## config.mk

```make
export PLATFORM = sky130hd
export DESIGN_NAME = i2c_regwr_target
export DESIGN_NICKNAME = d
export VERILOG_FILES = /design/src/rtl/i2c_regwr_pkg.sv /design/src/rtl/i2c_regwr_sync.sv /design/src/rtl/i2c_regwr_engine.sv /design/src/rtl/i2c_regwr_bank.sv /design/src/rtl/i2c_regwr_target.sv
export SDC_FILE = /design/constraint.sdc
export NUM_CORES = 1
export LEC_CHECK = 0
export BUFFER_PORTS_ARGS = -buffer_cell sky130_fd_sc_hd__buf_2
export CORE_MARGIN = 2
export CORE_UTILIZATION = 40
export DETAILED_ROUTE_END_ITERATION = 7
export GPL_TIMING_DRIVEN = 0
export PLACE_DENSITY_LB_ADDON = 0.3
export SLEW_MARGIN = 10
export SYNTH_ARGS = -nofsm -noshare
export SYNTH_HDL_FRONTEND = slang
export SYNTH_SLANG_ARGS = --single-unit
```

## constraint.sdc

```tcl
create_clock -name clk -period 4.6 [get_ports clk]
set_input_delay 1.15 -clock clk [delete_from_list [all_inputs] [get_ports clk]]
set_output_delay 1.15 -clock clk [all_outputs]
set_load 0.05 [all_outputs]
```

## src/rtl/i2c_regwr_pkg.sv

```systemverilog
package i2c_regwr_pkg;

  localparam int BYTE_W = 8;
  localparam int PTR_W  = 5;
  localparam logic [4:0] TGT_FIXED = 5'b00100;

  typedef enum logic [2:0] {
    ST_IDLE,
    ST_RX,
    ST_ACK_WAIT,
    ST_ACK,
    ST_SKIP
  } tgt_state_e;

  typedef enum logic [1:0] {
    PH_ADDR,
    PH_SUB,
    PH_DATA
  } rx_phase_e;

  // Seven received address bits against fixed prefix, strap, fixed one.
  function automatic logic addr_match(input logic [6:0] a, input logic strap);
    return a == {TGT_FIXED, strap, 1'b1};
  endfunction

  // Pointer step with wrap to zero from the last register or beyond.
  function automatic logic [PTR_W-1:0] next_ptr(input logic [PTR_W-1:0] p,
                                                 input logic [PTR_W-1:0] last);
    return (p >= last) ? '0 : p + 1'b1;
  endfunction

  function automatic logic ptr_in_bank(input logic [PTR_W-1:0] p,
                                       input logic [PTR_W-1:0] last);
    return p <= last;
  endfunction

endpackage

```

## src/rtl/i2c_regwr_sync.sv

```systemverilog
module i2c_regwr_sync #(
  parameter int STAGES = 2
) (
  input  logic clk,
  input  logic rst_n,
  input  logic scl_i,
  input  logic sda_i,
  output logic scl_s,
  output logic sda_s,
  output logic scl_rise,
  output logic scl_fall,
  output logic start_evt,
  output logic stop_evt
);

  localparam int LINES = 2;

  logic [LINES-1:0] raw;
  logic [LINES-1:0] synced;
  logic             scl_q;
  logic             sda_q;

  assign raw = {scl_i, sda_i};

  for (genvar l = 0; l < LINES; l++) begin : g_line
    logic [STAGES-1:0] sh;
    always_ff @(posedge clk or negedge rst_n) begin
      if (!rst_n) sh <= '1;
      else        sh <= {sh[STAGES-2:0], raw[l]};
    end
    assign synced[l] = sh[STAGES-1];
  end

  assign scl_s = synced[1];
  assign sda_s = synced[0];

  always_ff @(posedge clk or negedge rst_n) begin
    if (!rst_n) begin
      scl_q <= 1'b1;
      sda_q <= 1'b1;
    end else begin
      scl_q <= scl_s;
      sda_q <= sda_s;
    end
  end

  assign scl_rise  = !scl_q && scl_s;
  assign scl_fall  = scl_q && !scl_s;
  assign start_evt = scl_q && scl_s && sda_q && !sda_s;
  assign stop_evt  = scl_q && scl_s && !sda_q && sda_s;

endmodule

```

## src/rtl/i2c_regwr_engine.sv

```systemverilog
module i2c_regwr_engine
  import i2c_regwr_pkg::*;
#(
  parameter int NUM_REGS = 14
) (
  input  logic              clk,
  input  logic              rst_n,
  input  logic              scl_rise,
  input  logic              scl_fall,
  input  logic              start_evt,
  input  logic              stop_evt,
  input  logic              sda_s,
  input  logic              strap_i,
  output logic              sda_oe,
  output logic              wr_en,
  output logic [PTR_W-1:0]  wr_ptr,
  output logic [BYTE_W-1:0] wr_data,
  output logic              ptr_inc,
  output logic [PTR_W-1:0]  ptr_q
);

  localparam logic [PTR_W-1:0] LAST = PTR_W'(NUM_REGS - 1);
  localparam int CNT_W = $clog2(BYTE_W);

  tgt_state_e        st_q;
  rx_phase_e         ph_q;
  logic [CNT_W-1:0]  bitcnt_q;
  logic [BYTE_W-1:0] shreg_q;
  logic              ack_q;
  logic              rw_q;

  logic [BYTE_W-1:0] rx_byte;
  logic              byte_done;
  logic              ack_now;

  assign rx_byte   = {shreg_q[BYTE_W-2:0], sda_s};
  assign byte_done = (st_q == ST_RX) && scl_rise && (bitcnt_q == CNT_W'(BYTE_W - 1));
  assign ack_now   = (ph_q == PH_ADDR) ? addr_match(rx_byte[7:1], strap_i) : 1'b1;
  assign ptr_inc   = byte_done && (ph_q == PH_DATA);
  assign wr_en     = ptr_inc && ptr_in_bank(ptr_q, LAST);
  assign wr_ptr    = ptr_q;
  assign wr_data   = rx_byte;
  assign sda_oe    = (st_q == ST_ACK);

  always_ff @(posedge clk or negedge rst_n) begin
    if (!rst_n) begin
      st_q     <= ST_IDLE;
      ph_q     <= PH_ADDR;
      bitcnt_q <= '0;
      shreg_q  <= '0;
      ack_q    <= 1'b0;
      rw_q     <= 1'b0;
      ptr_q    <= '0;
    end else if (start_evt) begin
      st_q     <= ST_RX;
      ph_q     <= PH_ADDR;
      bitcnt_q <= '0;
    end else if (stop_evt) begin
      st_q     <= ST_IDLE;
    end else begin
      case (st_q)
        ST_RX: begin
          if (scl_rise) begin
            shreg_q  <= rx_byte;
            bitcnt_q <= bitcnt_q + 1'b1;
            if (byte_done) begin
              st_q  <= ST_ACK_WAIT;
              ack_q <= ack_now;
              case (ph_q)
                PH_ADDR: rw_q  <= rx_byte[0];
                PH_SUB:  ptr_q <= rx_byte[PTR_W-1:0];
                default: ptr_q <= next_ptr(ptr_q, LAST);
              endcase
            end
          end
        end
        ST_ACK_WAIT: begin
          if (scl_fall) st_q <= ack_q ? ST_ACK : ST_SKIP;
        end
        ST_ACK: begin
          if (scl_fall) begin
            bitcnt_q <= '0;
            case (ph_q)
              PH_ADDR: begin
                if (rw_q) st_q <= ST_SKIP;
                else begin
                  st_q <= ST_RX;
                  ph_q <= PH_SUB;
                end
              end
              PH_SUB: begin
                st_q <= ST_RX;
                ph_q <= PH_DATA;
              end
              default: st_q <= ST_RX;
            endcase
          end
        end
        default: ;
      endcase
    end
  end

endmodule

```

## src/rtl/i2c_regwr_bank.sv

```systemverilog
module i2c_regwr_bank
  import i2c_regwr_pkg::*;
#(
  parameter int NUM_REGS = 14
) (
  input  logic                       clk,
  input  logic                       rst_n,
  input  logic                       wr_en,
  input  logic [PTR_W-1:0]           wr_ptr,
  input  logic [BYTE_W-1:0]          wr_data,
  output logic [NUM_REGS*BYTE_W-1:0] regs_o
);

  for (genvar i = 0; i < NUM_REGS; i++) begin : g_reg
    logic [BYTE_W-1:0] val_q;
    always_ff @(posedge clk or negedge rst_n) begin
      if (!rst_n)                                val_q <= '0;
      else if (wr_en && wr_ptr == PTR_W'(i))     val_q <= wr_data;
    end
    assign regs_o[i*BYTE_W +: BYTE_W] = val_q;
  end

endmodule

```

## src/rtl/i2c_regwr_target.sv

```systemverilog
module i2c_regwr_target
  import i2c_regwr_pkg::*;
#(
  parameter int NUM_REGS    = 14,
  parameter int SYNC_STAGES = 2
) (
  input  logic                       clk,
  input  logic                       rst_n,
  input  logic                       scl_i,
  input  logic                       sda_i,
  input  logic                       strap_i,
  output logic                       sda_oe_o,
  output logic [NUM_REGS*BYTE_W-1:0] regs_o
);

  // Named internal events, also observed by the bound checker.
  logic              scl_s;
  logic              sda_s;
  logic              scl_rise;
  logic              scl_fall;
  logic              start_evt;
  logic              stop_evt;
  logic              wr_en;
  logic [PTR_W-1:0]  wr_ptr;
  logic [BYTE_W-1:0] wr_data;
  logic              ptr_inc;
  logic [PTR_W-1:0]  ptr_q;

  i2c_regwr_sync #(.STAGES(SYNC_STAGES)) u_sync (
    .clk       (clk),
    .rst_n     (rst_n),
    .scl_i     (scl_i),
    .sda_i     (sda_i),
    .scl_s     (scl_s),
    .sda_s     (sda_s),
    .scl_rise  (scl_rise),
    .scl_fall  (scl_fall),
    .start_evt (start_evt),
    .stop_evt  (stop_evt)
  );

  i2c_regwr_engine #(.NUM_REGS(NUM_REGS)) u_engine (
    .clk       (clk),
    .rst_n     (rst_n),
    .scl_rise  (scl_rise),
    .scl_fall  (scl_fall),
    .start_evt (start_evt),
    .stop_evt  (stop_evt),
    .sda_s     (sda_s),
    .strap_i   (strap_i),
    .sda_oe    (sda_oe_o),
    .wr_en     (wr_en),
    .wr_ptr    (wr_ptr),
    .wr_data   (wr_data),
    .ptr_inc   (ptr_inc),
    .ptr_q     (ptr_q)
  );

  i2c_regwr_bank #(.NUM_REGS(NUM_REGS)) u_bank (
    .clk     (clk),
    .rst_n   (rst_n),
    .wr_en   (wr_en),
    .wr_ptr  (wr_ptr),
    .wr_data (wr_data),
    .regs_o  (regs_o)
  );

endmodule

```

## Word level (Yosys, flattened, before mapping)

Index checks and enable logic that the tools add are counted.

- Bits in registers: 140

- Reductions and logical operators: 43
- Bitwise operators: 3
- Magnitude comparators: 2
- $add $sub $neg: 2
- Equality and inequality tests: 28
- Muxes and demuxes: 24

Operators with widths:

| operator | count |
|---|---|
| $mux W3 | 13 |
| $eq A5 B4 Y1 const B | 6 |
| $logic_and A1 B1 Y1 | 25 |
| $eq A5 B3 Y1 const B | 4 |
| $reduce_and A5 Y1 | 3 |
| $reduce_and A6 Y1 | 2 |
| $eq A5 B2 Y1 const B | 2 |
| $mux W2 | 5 |
| $pmux W5 S2 | 1 |
| $pmux W3 S3 | 1 |
| $ne A4 B3 Y1 const B | 2 |
| $reduce_and A4 Y1 | 2 |
| $eq A7 B5 Y1 | 1 |
| $eq A3 B2 Y1 const B | 2 |
| $pmux W3 S2 | 1 |
| $reduce_bool A3 Y1 | 2 |
| $add A5 B1 Y5 const B | 1 |
| $eq A5 B1 Y1 const B | 1 |
| $ge A5 B4 Y1 const B | 1 |
| $le A5 B4 Y1 const B | 1 |
| $logic_not A5 Y1 | 1 |
| $mux W5 | 1 |
| $reduce_bool A5 Y1 | 1 |
| $logic_not A1 Y1 | 4 |
| other kinds (16) | 19 |

## Depth between registers and ports, before layout

- Word-level depth: 9
- Gate-level depth with buffers: 7
- Depth with buffers taken out: 6

## By module

Synthesis repeated with hierarchy kept, for this count alone.

- Cell total of the unflattened synthesis: 385
- Area, all modules: 5839.4 µm²

By module, submodules not included:

| module | instances | cells an instance | area each (µm²) |
|---|---|---|---|
| i2c_regwr_bank | 1 | 257 | 4379.2 |
| i2c_regwr_engine | 1 | 118 | 1270.0 |
| i2c_regwr_sync | 1 | 10 | 190.2 |

## Worst setup path after synthesis

OpenSTA, ideal clock, no wires.

- Path type: reg2out
- Start point: register u_engine.st_q[2]
- End point: output port sda_oe_o
- Arrival time: 1.251 ns
- Data required time: 3.450 ns
- Setup slack: 2.199 ns
- Buffers on the path: 0
- Cell stages (with the launch flop): 3
- Cells stage by stage: dfrtp_1 -> nand2b_1 -> nor2_1

- Cells in the longest elaborated chain, start to end: 1

Ends and longest elaborated chain:

| item | line | text |
|---|---|---|
| start: declaration | i2c_regwr_engine.sv:25 | `tgt_state_e st_q;` |
| start signal: assignment | i2c_regwr_engine.sv:78 | `if (scl_fall) st_q <= ack_q ? ST_ACK : ST_SKIP;` |
| $eq A3 B2 Y1 | i2c_regwr_engine.sv:43 | `assign sda_oe = (st_q == ST_ACK);` |
| end: declaration | i2c_regwr_target.sv:12 | `output logic sda_oe_o,` |

Every way passes these cells.

## Worst setup path in the final report

Same ends and word-level chain as after synthesis.

==> metrics.csv <==
metric;value;unit
yosysUniqueCellTypes;46;
yosysWarnings;0;
synthArstFlopShare;1.00;
cp-end-kind;output port;
status;finished clean;
cts.hold.buffers_added;0;
port_buffers;117;
post_cts_buffers;0;
ys_seq_area_frac;0.603;
drive_above_1_share;0.566;
synth_area_leader_cell;dfrtp_1;
syn-cell-area;5830;um^2
avgViaCountPerCell;5.05;
crit_buf_inv;1;
fin_skew;0.00851;ns
synth_mux_area_frac;0.248;
worstSetupPathDepth;3;
cp_data_arrival_time;1.51;ns
num_antenna_cells;0;
syn_avg_cell_area;15.3;um^2
cts.clk_slew.worst_paths;0.06;ns
synth-compound-area-share;0.0320;
grt_start_max_net_pins;76;
ys_ff_latch;140;
synthFlopType;dfrtp_1;
r2r_cells;5;
crit_fanout;7;
holdWs;0.356;ns
cts.repair.resized;0;
clock.fmax;376;MHz
crit_type;reg -> out;
clockRootBuffer;clkbuf_16;
synthAdderAreaFrac;0.0129;
cts_tree;built;
max_cap_viol_count;0;
synthDominantCellAreaShare;0.576;
gp_congestion;0.823;
ir_drop;0.250;mV
core_area;14400;um^2
fp-row-count;44;
drc;0;
maxSlewViolCount;0;
rsz0062_at_grt;false;
clock-sinks;140;
setup_violations;0;
start_util;0.405;
critPathLaunch;u_engine.st_q[2]$_DFFE_PN0P_;
drt-initial-drc-count;121;
start_kind;flip-flop;
grt.total_usage;0.180;
numCtsBuffers;17;
die_height;125;um
gr-total-overflow;0;
num_io_pins;118;
yosys-top-cells-area;dfrtp_1 (58%), mux2_2 (23%), nand3_4 (3.0%);
hp-class;reg -> reg;
wirelength;13.1;mm
synthCells;381;
yosys.area_share.simple;0.0833;
reg2reg_to;u_bank.g_reg[12].val_q[1]$_DFFE_PN0P_;
slew_headroom;0.461;
post-route-period-util;0.579;
max_stage_delay;0.40;ns
synth_nets;392;
vias;3609;
grt_pass1_vias;3994;
synth_edf_count;0;
power_leakage;0.00391;uW
worstMarginPinSlew;0.806;ns
dpl.hpwl;9.10;mm
layout_common_cells;dfrtp_1 (134), buf_2 (120), mux2_2 (117);
r2r_slack;2.14;ns
dr.pass1.iters;4;
rr_startpoint;u_sync.g_line[1].sh[1]$_DFF_PN1_;
wl_per_cell;18.4;um
place_ws;2.15;ns
hold_viol_final;0;
powerDensity;419;nW/um^2
antenna_found_initial;0;
crit_required;3.45;ns
tns;0;ns
crit_path_cell_trace;nand2b_1, nor2_1, buf_2;
synth_xor_area_frac;0.00301;
die_area;15500;um^2
area_growth;25.0;%
worstSkewPairLatency;0.42;ns
htree_levels;4;
fin_util;0.507;
nets;529;
cpMaxStageDelayCell;dfrtp_1;
grt_pass1_wl;21.7;mm
setup_ws;1.94;ns
clock_path_buffers;2;
synth_top_family_by_area;multiplexers;
critPathTopFamily;simple AND/OR/NAND/NOR gates;
endpoint;sda_oe_o;
final.min_clock_period;2.66;ns
die_x;125;um
layout_commonest_cell;dfrtp_1;
postRouteAntennaNets;0;
layout make-up:
cell class	count	area [um^2]
sequential	140	3510
timing repair buffer	118	619
inverter	3	11.3
buffer	20	96.3
clock buffer	22	494
multi-input combinational	218	2210
tap	184	230
clock inverter	9	111
fill	1228	7090
how the worst min path moves through the flow:
stage                                                 from                          endpoint  slack, ns  cells past startpoint
after floorplan           u_sync.g_line[0].sh[0]$_DFF_PN1_  u_sync.g_line[0].sh[1]$_DFF_PN1_       0.35                      0
after detailed placement  u_sync.g_line[0].sh[0]$_DFF_PN1_  u_sync.g_line[0].sh[1]$_DFF_PN1_       0.35                      0
after CTS                 u_sync.g_line[1].sh[0]$_DFF_PN1_  u_sync.g_line[1].sh[1]$_DFF_PN1_       0.36                      0
after global routing      u_sync.g_line[1].sh[0]$_DFF_PN1_  u_sync.g_line[1].sh[1]$_DFF_PN1_       0.36                      0
final                     u_sync.g_line[1].sh[0]$_DFF_PN1_  u_sync.g_line[1].sh[1]$_DFF_PN1_       0.36                      0
after global placement    u_sync.g_line[0].sh[0]$_DFF_PN1_  u_sync.g_line[0].sh[1]$_DFF_PN1_       0.35                      0
Yosys cell counts, drive strengths merged (3+ instances only):
cell,n
ha,6
mux2,124
nand3,14
dfrtp,134
nor2,13
buf,8
inv,3
clkbuf,12
a22oi,4
dfstp,6
nand4bb,3
a21oi,12
nand2,7
nor3,3
worst register-to-register path, delay by kind of cell (launching register included):
kind,cells,cell delay [ns]
flip-flops,1,0.53
multiplexers,1,0.41
AND/OR/NAND/NOR,2,0.80
buffers and inverters,1,0.19
AO/OA/AOI/OAI,1,0.42
per-stage QoR:
| step | power, uW | instance area (um^2) | std cells |
|---|---|---|---|
| detailed placement | 1710 | 6680 | 683 |
| CTS | 3090 | 7280 | 714 |
| floorplan | 1560 | 5830 | 381 |
| finish | 3050 | 7280 | 714 |
| global placement | 1690 | 6640 | 682 |
| global route | 3190 | 7280 | 714 |
sequential cells by signal (all words and copies together) (netlist names):
name               cells
u_engine.ack_q         1
u_sync.g_line.sh       4
u_sync.scl_q           1
u_engine.ph_q          2
u_engine.ptr_q         5
u_sync.sda_q           1
u_engine.st_q          3
u_bank.g.val_q       112
u_engine.rw_q          1
u_engine.shreg_q       7
u_engine.bitcnt_q      3
where the power goes:
group          switching [uW]  internal (uW)  leakage (uW)
logic                     224            110       0.00170
registers                68.0           1280       0.00192
clock network             502            867      0.000294
total                     794           2260       0.00391
kinds of logic after synthesis:
| logic type | after synthesis |
|---|---|
| adders and majority gates | 6 |
| AOI/OAI and AO/OA | 27 |
| buffers and inverters | 23 |
| DFF | 140 |
| muxes | 126 |
| and+or+nand+nor | 57 |
| xor gates and xnor gates | 2 |
layer usage:
layer | track usage | up-vias | part of all wire
li1 | - | 1647 | -
met1 | 0.226 | 1829 | 0.44
met2 | 0.285 | 116 | 0.47
met3 | 0.0739 | 17 | 0.073
met4 | 0.0542 | 0 | 0.013
met5 | 0 | - | 0
Note: power is estimated with default switching activity, not from simulation.
